[src/rtl/dtsa_pkg.sv]
package dtsa_pkg;
  localparam int LANES     = 4;
  localparam int UOPW      = 4;
  localparam int LEAD_MAX  = 4;
  localparam int IDXW      = $clog2(LANES);
  localparam int SUW       = $clog2(LEAD_MAX + 1);
  localparam int CNTW      = $clog2(LANES + 1);

  typedef enum logic {SEQ_IDLE = 1'b0, SEQ_BUSY = 1'b1} seq_state_e;

  // A zero count field is treated as a single micro-op.
  function automatic logic [UOPW-1:0] eff_uops(input logic [UOPW-1:0] raw);
    return (raw == '0) ? UOPW'(1) : raw;
  endfunction

  function automatic logic fits_lead(input logic [UOPW-1:0] raw);
    return eff_uops(raw) <= UOPW'(LEAD_MAX);
  endfunction

  function automatic logic fits_follow(input logic [UOPW-1:0] raw);
    return eff_uops(raw) == UOPW'(1);
  endfunction
endpackage

[src/rtl/dtsa_lane_class.sv]
module dtsa_lane_class
  import dtsa_pkg::*;
(
  input  logic [UOPW-1:0] raw_uops,
  output logic            lead_ok,
  output logic            follow_ok,
  output logic            is_long,
  output logic [UOPW-1:0] norm_uops
);
  always_comb begin
    norm_uops = eff_uops(raw_uops);
    lead_ok   = fits_lead(raw_uops);
    follow_ok = fits_follow(raw_uops);
    is_long   = !lead_ok;
  end
endmodule

[src/rtl/dtsa_group_form.sv]
module dtsa_group_form
  import dtsa_pkg::*;
(
  input  logic                 clk,
  input  logic                 rst_n,
  input  logic                 enable,
  input  logic [LANES-1:0]     vld,
  input  logic [LANES-1:0]     lead_ok,
  input  logic [LANES-1:0]     follow_ok,
  input  logic [LANES*UOPW-1:0] norm_uops,
  output logic [LANES-1:0]     sel,
  output logic [CNTW-1:0]      grp_cnt,
  output logic [LANES*IDXW-1:0] sel_idx,
  output logic [LANES*SUW-1:0] sel_uops
);
  always_comb begin
    logic run;
    run     = enable;
    grp_cnt = '0;
    for (int i = 0; i < LANES; i++) begin
      if (i == 0) run = run & vld[i] & lead_ok[i];
      else        run = run & vld[i] & follow_ok[i];
      sel[i]  = run;
      grp_cnt = grp_cnt + CNTW'(run);
    end
  end

  for (genvar k = 0; k < LANES; k++) begin : g_slot
    assign sel_idx[k*IDXW +: IDXW] = sel[k] ? IDXW'(k) : '0;
    assign sel_uops[k*SUW +: SUW]  = sel[k] ? norm_uops[k*UOPW +: SUW] : '0;

    if (k > 0) begin : g_follow
      assert_follow_single_R2: assert property (@(posedge clk) disable iff (!rst_n)
        sel[k] |-> (sel_uops[k*SUW +: SUW] == SUW'(1)));
      assert_prefix_order_R3: assert property (@(posedge clk) disable iff (!rst_n)
        sel[k] |-> sel[k-1]);
    end
  end

  assert_lead_count_R1: assert property (@(posedge clk) disable iff (!rst_n)
    sel[0] |-> (sel_uops[SUW-1:0] != '0 && sel_uops[SUW-1:0] <= SUW'(LEAD_MAX)));
  assert_count_match_R7: assert property (@(posedge clk) disable iff (!rst_n)
    $countones(sel) == int'(grp_cnt));
  assert_disabled_empty_R6: assert property (@(posedge clk) disable iff (!rst_n)
    !enable |-> (sel == '0));
endmodule

[src/rtl/dtsa_seq_ctl.sv]
module dtsa_seq_ctl
  import dtsa_pkg::*;
(
  input  logic clk,
  input  logic rst_n,
  input  logic fire,
  input  logic seq_done,
  output logic busy
);
  seq_state_e st_q, st_d;

  always_comb begin
    st_d = st_q;
    case (st_q)
      SEQ_IDLE: if (fire)     st_d = SEQ_BUSY;
      SEQ_BUSY: if (seq_done) st_d = SEQ_IDLE;
      default:                st_d = SEQ_IDLE;
    endcase
  end

  always_ff @(posedge clk or negedge rst_n) begin
    if (!rst_n) st_q <= SEQ_IDLE;
    else        st_q <= st_d;
  end

  assign busy = (st_q == SEQ_BUSY);

  assert_fire_stalls_R6: assert property (@(posedge clk) disable iff (!rst_n)
    fire |=> busy);
  assert_hold_until_done_R6: assert property (@(posedge clk) disable iff (!rst_n)
    (busy && !seq_done) |=> busy);
  assert_release_on_done_R6: assert property (@(posedge clk) disable iff (!rst_n)
    (busy && seq_done) |=> !busy);
  assert_no_fire_while_busy_R6: assert property (@(posedge clk) disable iff (!rst_n)
    busy |-> !fire);
endmodule

[src/rtl/decode_slot_alloc.sv]
module decode_slot_alloc
  import dtsa_pkg::*;
(
  input  logic                   clk,
  input  logic                   rst_n,
  input  logic [LANES-1:0]       in_vld,
  input  logic [LANES*UOPW-1:0]  in_uops,
  input  logic                   seq_done,
  output logic [LANES-1:0]       slot_vld,
  output logic [LANES*IDXW-1:0]  slot_idx,
  output logic [LANES*SUW-1:0]   slot_uops,
  output logic [CNTW-1:0]        take_cnt,
  output logic                   ucode_req,
  output logic [UOPW-1:0]        ucode_uops,
  output logic                   stall
);
  logic [LANES-1:0]      lead_ok, follow_ok, is_long;
  logic [LANES*UOPW-1:0] norm_uops;
  logic [CNTW-1:0]       grp_cnt;
  logic                  busy, ucode_fire;

  for (genvar k = 0; k < LANES; k++) begin : g_lane
    dtsa_lane_class u_cls (
      .raw_uops  (in_uops[k*UOPW +: UOPW]),
      .lead_ok   (lead_ok[k]),
      .follow_ok (follow_ok[k]),
      .is_long   (is_long[k]),
      .norm_uops (norm_uops[k*UOPW +: UOPW])
    );
  end

  assign ucode_fire = !busy && in_vld[0] && is_long[0];

  dtsa_group_form u_grp (
    .clk       (clk),
    .rst_n     (rst_n),
    .enable    (!busy),
    .vld       (in_vld),
    .lead_ok   (lead_ok),
    .follow_ok (follow_ok),
    .norm_uops (norm_uops),
    .sel       (slot_vld),
    .grp_cnt   (grp_cnt),
    .sel_idx   (slot_idx),
    .sel_uops  (slot_uops)
  );

  dtsa_seq_ctl u_seq (
    .clk      (clk),
    .rst_n    (rst_n),
    .fire     (ucode_fire),
    .seq_done (seq_done),
    .busy     (busy)
  );

  assign ucode_req  = ucode_fire;
  assign ucode_uops = ucode_fire ? norm_uops[UOPW-1:0] : '0;
  assign take_cnt   = ucode_fire ? CNTW'(1) : grp_cnt;
  assign stall      = busy;

  assert_req_alone_R5: assert property (@(posedge clk) disable iff (!rst_n)
    ucode_req |-> (slot_vld == '0 && take_cnt == CNTW'(1) && ucode_uops > UOPW'(LEAD_MAX)));
  assert_stall_no_take_R6: assert property (@(posedge clk) disable iff (!rst_n)
    stall |-> (take_cnt == '0 && !ucode_req));
endmodule

[config.mk]
export PLATFORM = sky130hd
export DESIGN_NAME = decode_slot_alloc
export DESIGN_NICKNAME = d
export VERILOG_FILES = /design/src/rtl/dtsa_pkg.sv /design/src/rtl/dtsa_lane_class.sv /design/src/rtl/dtsa_group_form.sv /design/src/rtl/dtsa_seq_ctl.sv /design/src/rtl/decode_slot_alloc.sv
export SDC_FILE = /design/constraint.sdc
export NUM_CORES = 1
export LEC_CHECK = 0
export ABC_CLOCK_PERIOD_IN_PS = 4300
export BUFFER_PORTS_ARGS = -buffer_cell sky130_fd_sc_hd__buf_2
export CAP_MARGIN = 20
export CORE_AREA = 10 10 47 49
export DETAILED_ROUTE_END_ITERATION = 12
export DIE_AREA = 0 0 57 59
export PLACE_DENSITY = 0.82
export RECOVER_POWER = 50
export SYNTH_ARGS = -nofsm -noshare
export SYNTH_HDL_FRONTEND = slang
export SYNTH_SLANG_ARGS = --single-unit
[constraint.sdc]
create_clock -name clk -period 4.3 [get_ports clk]
set_input_delay 0.645 -clock clk [delete_from_list [all_inputs] [get_ports clk]]
set_output_delay 0.645 -clock clk [all_outputs]
set_load 0.05 [all_outputs]
* Word-level counts from Yosys, hierarchy flattened
Index checks and enable logic that the tools add are counted.
** Word-level totals
- Flip-flop bits (word level) :: 1
- Word-level logic and storage cells :: 41
- Input bits :: 23
- Output and inout port bits :: 33
** Operators by class
- Bitwise logic cells :: 9
- Reductions and logical operators :: 8
- Muxes and demuxes :: 16
- $add $sub $neg :: 3
- Order comparisons :: 1
- Equal/unequal tests :: 3
** Operator list (count)
- 2-to-1 mux 4 bit :: 5
- logical NOT 4 bit :: 4
- 2-to-1 mux 3 bit :: 5
- equality test 4 x 1 -> 1 bit, second input constant :: 3
- AND 1 bit :: 8
- adder 3 x 1 -> 3 bit :: 2
- <= comparator 4 x 3 -> 1 bit, second input constant :: 1
- 2-to-1 mux 2 bit :: 2
- 2-to-1 mux 1 bit :: 3
- adder 1 x 1 -> 2 bit :: 1
- logical AND 1 bit :: 2
- logical NOT 1 bit :: 2
- case mux 1 bit (2 select lines) :: 1
- inverter 1 bit :: 1

* Longest topological paths before layout
- Depth after elaboration :: 12
- Gate-level depth with buffers :: 7
- Mapped depth without buffers :: 7

* Cells and area by module
A second synthesis with hierarchy kept.
** Second synthesis, totals
- Cells, all modules :: 82
- Area, all modules :: 571.8 µm²
** By module, submodules not included
- dtsa_group_form :: area an instance 272.8 µm², instances 1, sequential area each 0.0 µm², cells each 37
- dtsa_lane_class :: area an instance 47.5 µm², instances 4, sequential area each 0.0 µm², cells each 8
- decode_slot_alloc :: area an instance 70.1 µm², instances 1, sequential area each 0.0 µm², cells each 10
- dtsa_seq_ctl :: area an instance 38.8 µm², instances 1, sequential area each 25.0 µm², cells each 3

* Worst setup path after synthesis
No wires, ideal clock.
- Kind :: in2out
- Start :: input port in_uops[0]
- End :: output port take_cnt[1]
- Cell stages on the path :: 7
- Buffers on the path :: 0
- Data arrival time :: 3.408 ns
- Setup slack :: 0.247 ns
- Required time :: 3.655 ns
- Cells stage by stage :: o21a_2 -> nor3_4 -> and2_1 -> ha_1 -> fa_1 -> ha_1 -> and2_1
** On the way
- Cells in the longest elaborated chain, start to end :: 12
- Elaborated cells on any way between the ends :: 16
- Classes of those cells :: add/sub (3); order compare (1); mux (2); bitwise (7); reduce/logical (3)
** Ends and longest elaborated chain
- start, declared :: line decode_slot_alloc.sv:7 : input logic [LANES*UOPW-1:0] in_uops,
- logical NOT 4 bit :: line dtsa_pkg.sv:13 : return (raw == '0) ? UOPW'(1) : raw;
- 2-to-1 mux 4 bit (*) :: line dtsa_pkg.sv:13
- <= comparator 4 x 3 -> 1 bit (*) :: line dtsa_pkg.sv:17 : return eff_uops(raw) <= UOPW'(LEAD_MAX);
- AND 1 bit (*) :: line dtsa_group_form.sv:21 : if (i == 0) run = run & vld[i] & lead_ok[i];
- net slot_vld[0] :: line decode_slot_alloc.sv:9 : output logic [LANES-1:0] slot_vld,
- branches (longest 6 deep; another with adder 3 x 1 -> 3 bit)
- adder 3 x 1 -> 3 bit (*) :: line dtsa_group_form.sv:24 : grp_cnt = grp_cnt + CNTW'(run);
- 2-to-1 mux 3 bit (*) :: line decode_slot_alloc.sv:58 : assign take_cnt = ucode_fire ? CNTW'(1) : grp_cnt;
- end, declared :: line decode_slot_alloc.sv:12 : output logic [CNTW-1:0] take_cnt,
Mark *: on every way through the listed nets, which the timed path passes.

* Worst setup path after layout
- Start :: input port in_uops[0]
- End :: output port take_cnt[1]
** On the way
- Cells in the longest elaborated chain, start to end :: 12
- Elaborated cells on any way between the ends :: 16
- Classes of those cells :: add/sub (3); order compare (1); mux (2); bitwise (7); reduce/logical (3)
** Ends and longest elaborated chain (line)
- logical NOT 4 bit :: dtsa_pkg.sv:13
- 2-to-1 mux 4 bit (*) :: dtsa_pkg.sv:13
- <= comparator 4 x 3 -> 1 bit (*) :: dtsa_pkg.sv:17
- branches (longest 8 deep; another with adder 3 x 1 -> 3 bit)
- 2-to-1 mux 3 bit (*) :: decode_slot_alloc.sv:58
Every way passes the cells marked *.

==> summary.txt <==
Synth
  – Netlist cell types: 19
  – Ys Warns: 0
  – Post-Syn Instances: 49
  – Synth Register Bits: 1
  – Average cell area after synthesis: 7.81 um^2
  – Top post-synthesis cells by area: buf_4 27%, and2_1 6.5%, dfrtp_1 6.5%
  – Cell taking the most area after synthesis: buf_4
  – Top-area cell type share of the netlist area: 27.5%
  – Ys flop type: dfrtp_1
  – Share of the yosys chip area belonging to registers: 6.54%
  – Synth Cell Area: 383 um^2
  – Asr flop ratio synth: 100%
  – Number of synthesized flops with an enable pin: 0

Setup path
  – Critical Path Source Type: primary input
  – Worst Setup SP: in_uops[0]
  – FF-to-FF End: u_seq.busy
  – Crit path kind: in -> out
  – CP Data Arrival Time: 2.76 ns
  – Critical Path RT: 3.65 ns
  – Crit path capture type: output port
  – CP endpoint: take_cnt[1]
  – R2R cell count: 3
  – Crit Reg-Reg Startpoint: u_seq.busy
  – Crit-path max FO: 8
  – R2R setup slack: 3.12 ns

Global routing
  – Met1 Use GR: 6.75%
  – Total track usage: 6.69%
  – GR Overflow Total: 0
  – Number of global-route vias before repair: 446
  – Global routing's busiest layer: met2
  – Pin count of the biggest net entering global routing: 9
  – Met3 usage: 3.22%
  – GRT met2 Usage: 12.6%
  – First-pass GRT wire length: 2.04 mm
  – Initial antenna violation count: 0

STA
  – Final clock skew: 0 ns
  – Minimum clock period: 3.41 ns
  – Unrepaired setup endpoints after global routing: no
  – Fmax: 293 MHz
  – Pins Over Slew Limit: 0
  – Max_slew headroom: 59.4%
  – Setup TNS Final: 0 ns
  – Final setup fails: 0
  – Final Hold Viols: 0
  – Slew @ Worst Pin: 0.612 ns
  – Fin crit share: 79.2%

Power and ir drop
  – Leakage dissipation: 0.333 nW
  – Pwr Density: 169 mW/mm^2
  – Tot Pwr: 88.6 uW
  – Peak supply drop: 0.0801 mV

Final layout
  – Filler cell count: 164
  – # diodes: 0
  – Synth-to-Final Area Change: 37.3%
  – Commonest non-fill, non-tap cell in the layout: buf_2
  – Layout Nets: 114
  – Max reg flops: 1
  – Most frequent cells in the layout: 32 x buf_2, 10 x conb_1, 10 x clkbuf_1, 5 x inv_1, 4 x and2_1
  – Share of cells above drive strength 1: 40.7%

CTS
  – Post-CTS Hold Buffers: 0
  – Post-CTS setup buffer count: 0
  – Clock slew at reported path FFs: 0 ns
  – Post_cts resized: 0
  – Worst-skew pair later-pin latency: 0 ns

Floorplanning
  – Initial Util: 27.3%
  – DIE WIDTH: 57 um
  – # rows: 14
  – Die area: 0.00336 mm^2
  – Die Ht: 59 um
  – I/O Pins: 56
  – Core ar.: 0.00140 mm^2

Flow run
  – Maxcap violations: 0

Placement
  – # port buffers: 42
  – Routability Congestion: 0.743

Routing
  – Via density: 4.19
  – DR WL/cell: 13.1 um
  – DRT Wirelength: 1.33 mm
  – Vias: 427
  – # DRC: 0
  – DRT iter0 DRCs: 1
  – First-pass iteration count of the detailed router: 4
  – Antenna Nets Post-Route: 0

Hold path
  – Hold WC Path Type: in -> async

Run status
  – Outcome: complete, no violations
## synth_stat cells (2+ instances only)
library cell	number
and4_1	2
nor4_1	2
and2_1	4
inv_1	5
nor4b_1	2
o21ai_0	2
buf_4	14
nand2b_1	2
ha_1	2
nor2_1	3
and3_1	3
## critical path, cell delays in order
cell	delay (ns)
buf_2	0.11
o21a_2	0.23
nor3_4	0.27
and2_1	0.21
ha_1	0.25
fa_1	0.40
ha_1	0.28
and2_1	0.11
buf_2	0.26
## logic make-up after synthesis
logic type               count (synthesis)  synth area share (%)
AND/OR/NAND/NOR                         20                  38.2
buffers and inverters                   19                  32.4
AO/OA/AOI/OAI                            5                  10.1
adder cells (fa/ha/maj)                  3                  11.8
flip-flops                               1                  6.53
other                                    1                 0.979
## where the power goes
group | switching, mW | internal [mW]
logic | 0.0618 | 0.0150
clock network | 0 | 0
registers | 0.000828 | 0.0110
total | 0.0626 | 0.0260
## metal layers
metal / vias up / part of all wire (%)
li1: 223 / -
met1: 183 / 32
met2: 21 / 55
met3: 0 / 12
met4: 0 / 0
met5: - / 0
## metrics by stage
step	instances	cell area [um^2]	hold WS, ns	setup slack [ns]	utilization [%]
global route	102	526	0.428	0.756	37.5
floorplan	58	417	0.349	0.247	-
global placement	102	542	0.421	0.898	38.7
detailed placement	102	542	0.421	0.862	38.7
finish	102	526	0.419	0.893	37.5
CTS	102	542	0.421	0.857	38.7
## area by class of cell
| type | count | area [um^2] | area share (%) |
|---|---|---|---|
| inverter | 5 | 18.8 | 3.57 |
| multi-input combinational | 38 | 264 | 50.2 |
| sequential | 1 | 25.0 | 4.76 |
| tap | 16 | 20.0 | 3.81 |
| timing repair buffer | 42 | 198 | 37.6 |
## worst min path at each step
stage               startpoint         end  slack [ns]  depth (start not counted)
global placement         rst_n  u_seq.busy        0.42                          1
finish                   rst_n  u_seq.busy        0.42                          1
global route             rst_n  u_seq.busy        0.43                          1
floorplan                rst_n  u_seq.busy        0.35                          0
CTS                      rst_n  u_seq.busy        0.42                          1
detailed placement       rst_n  u_seq.busy        0.42                          1
(Power assumes the default switching activity.)
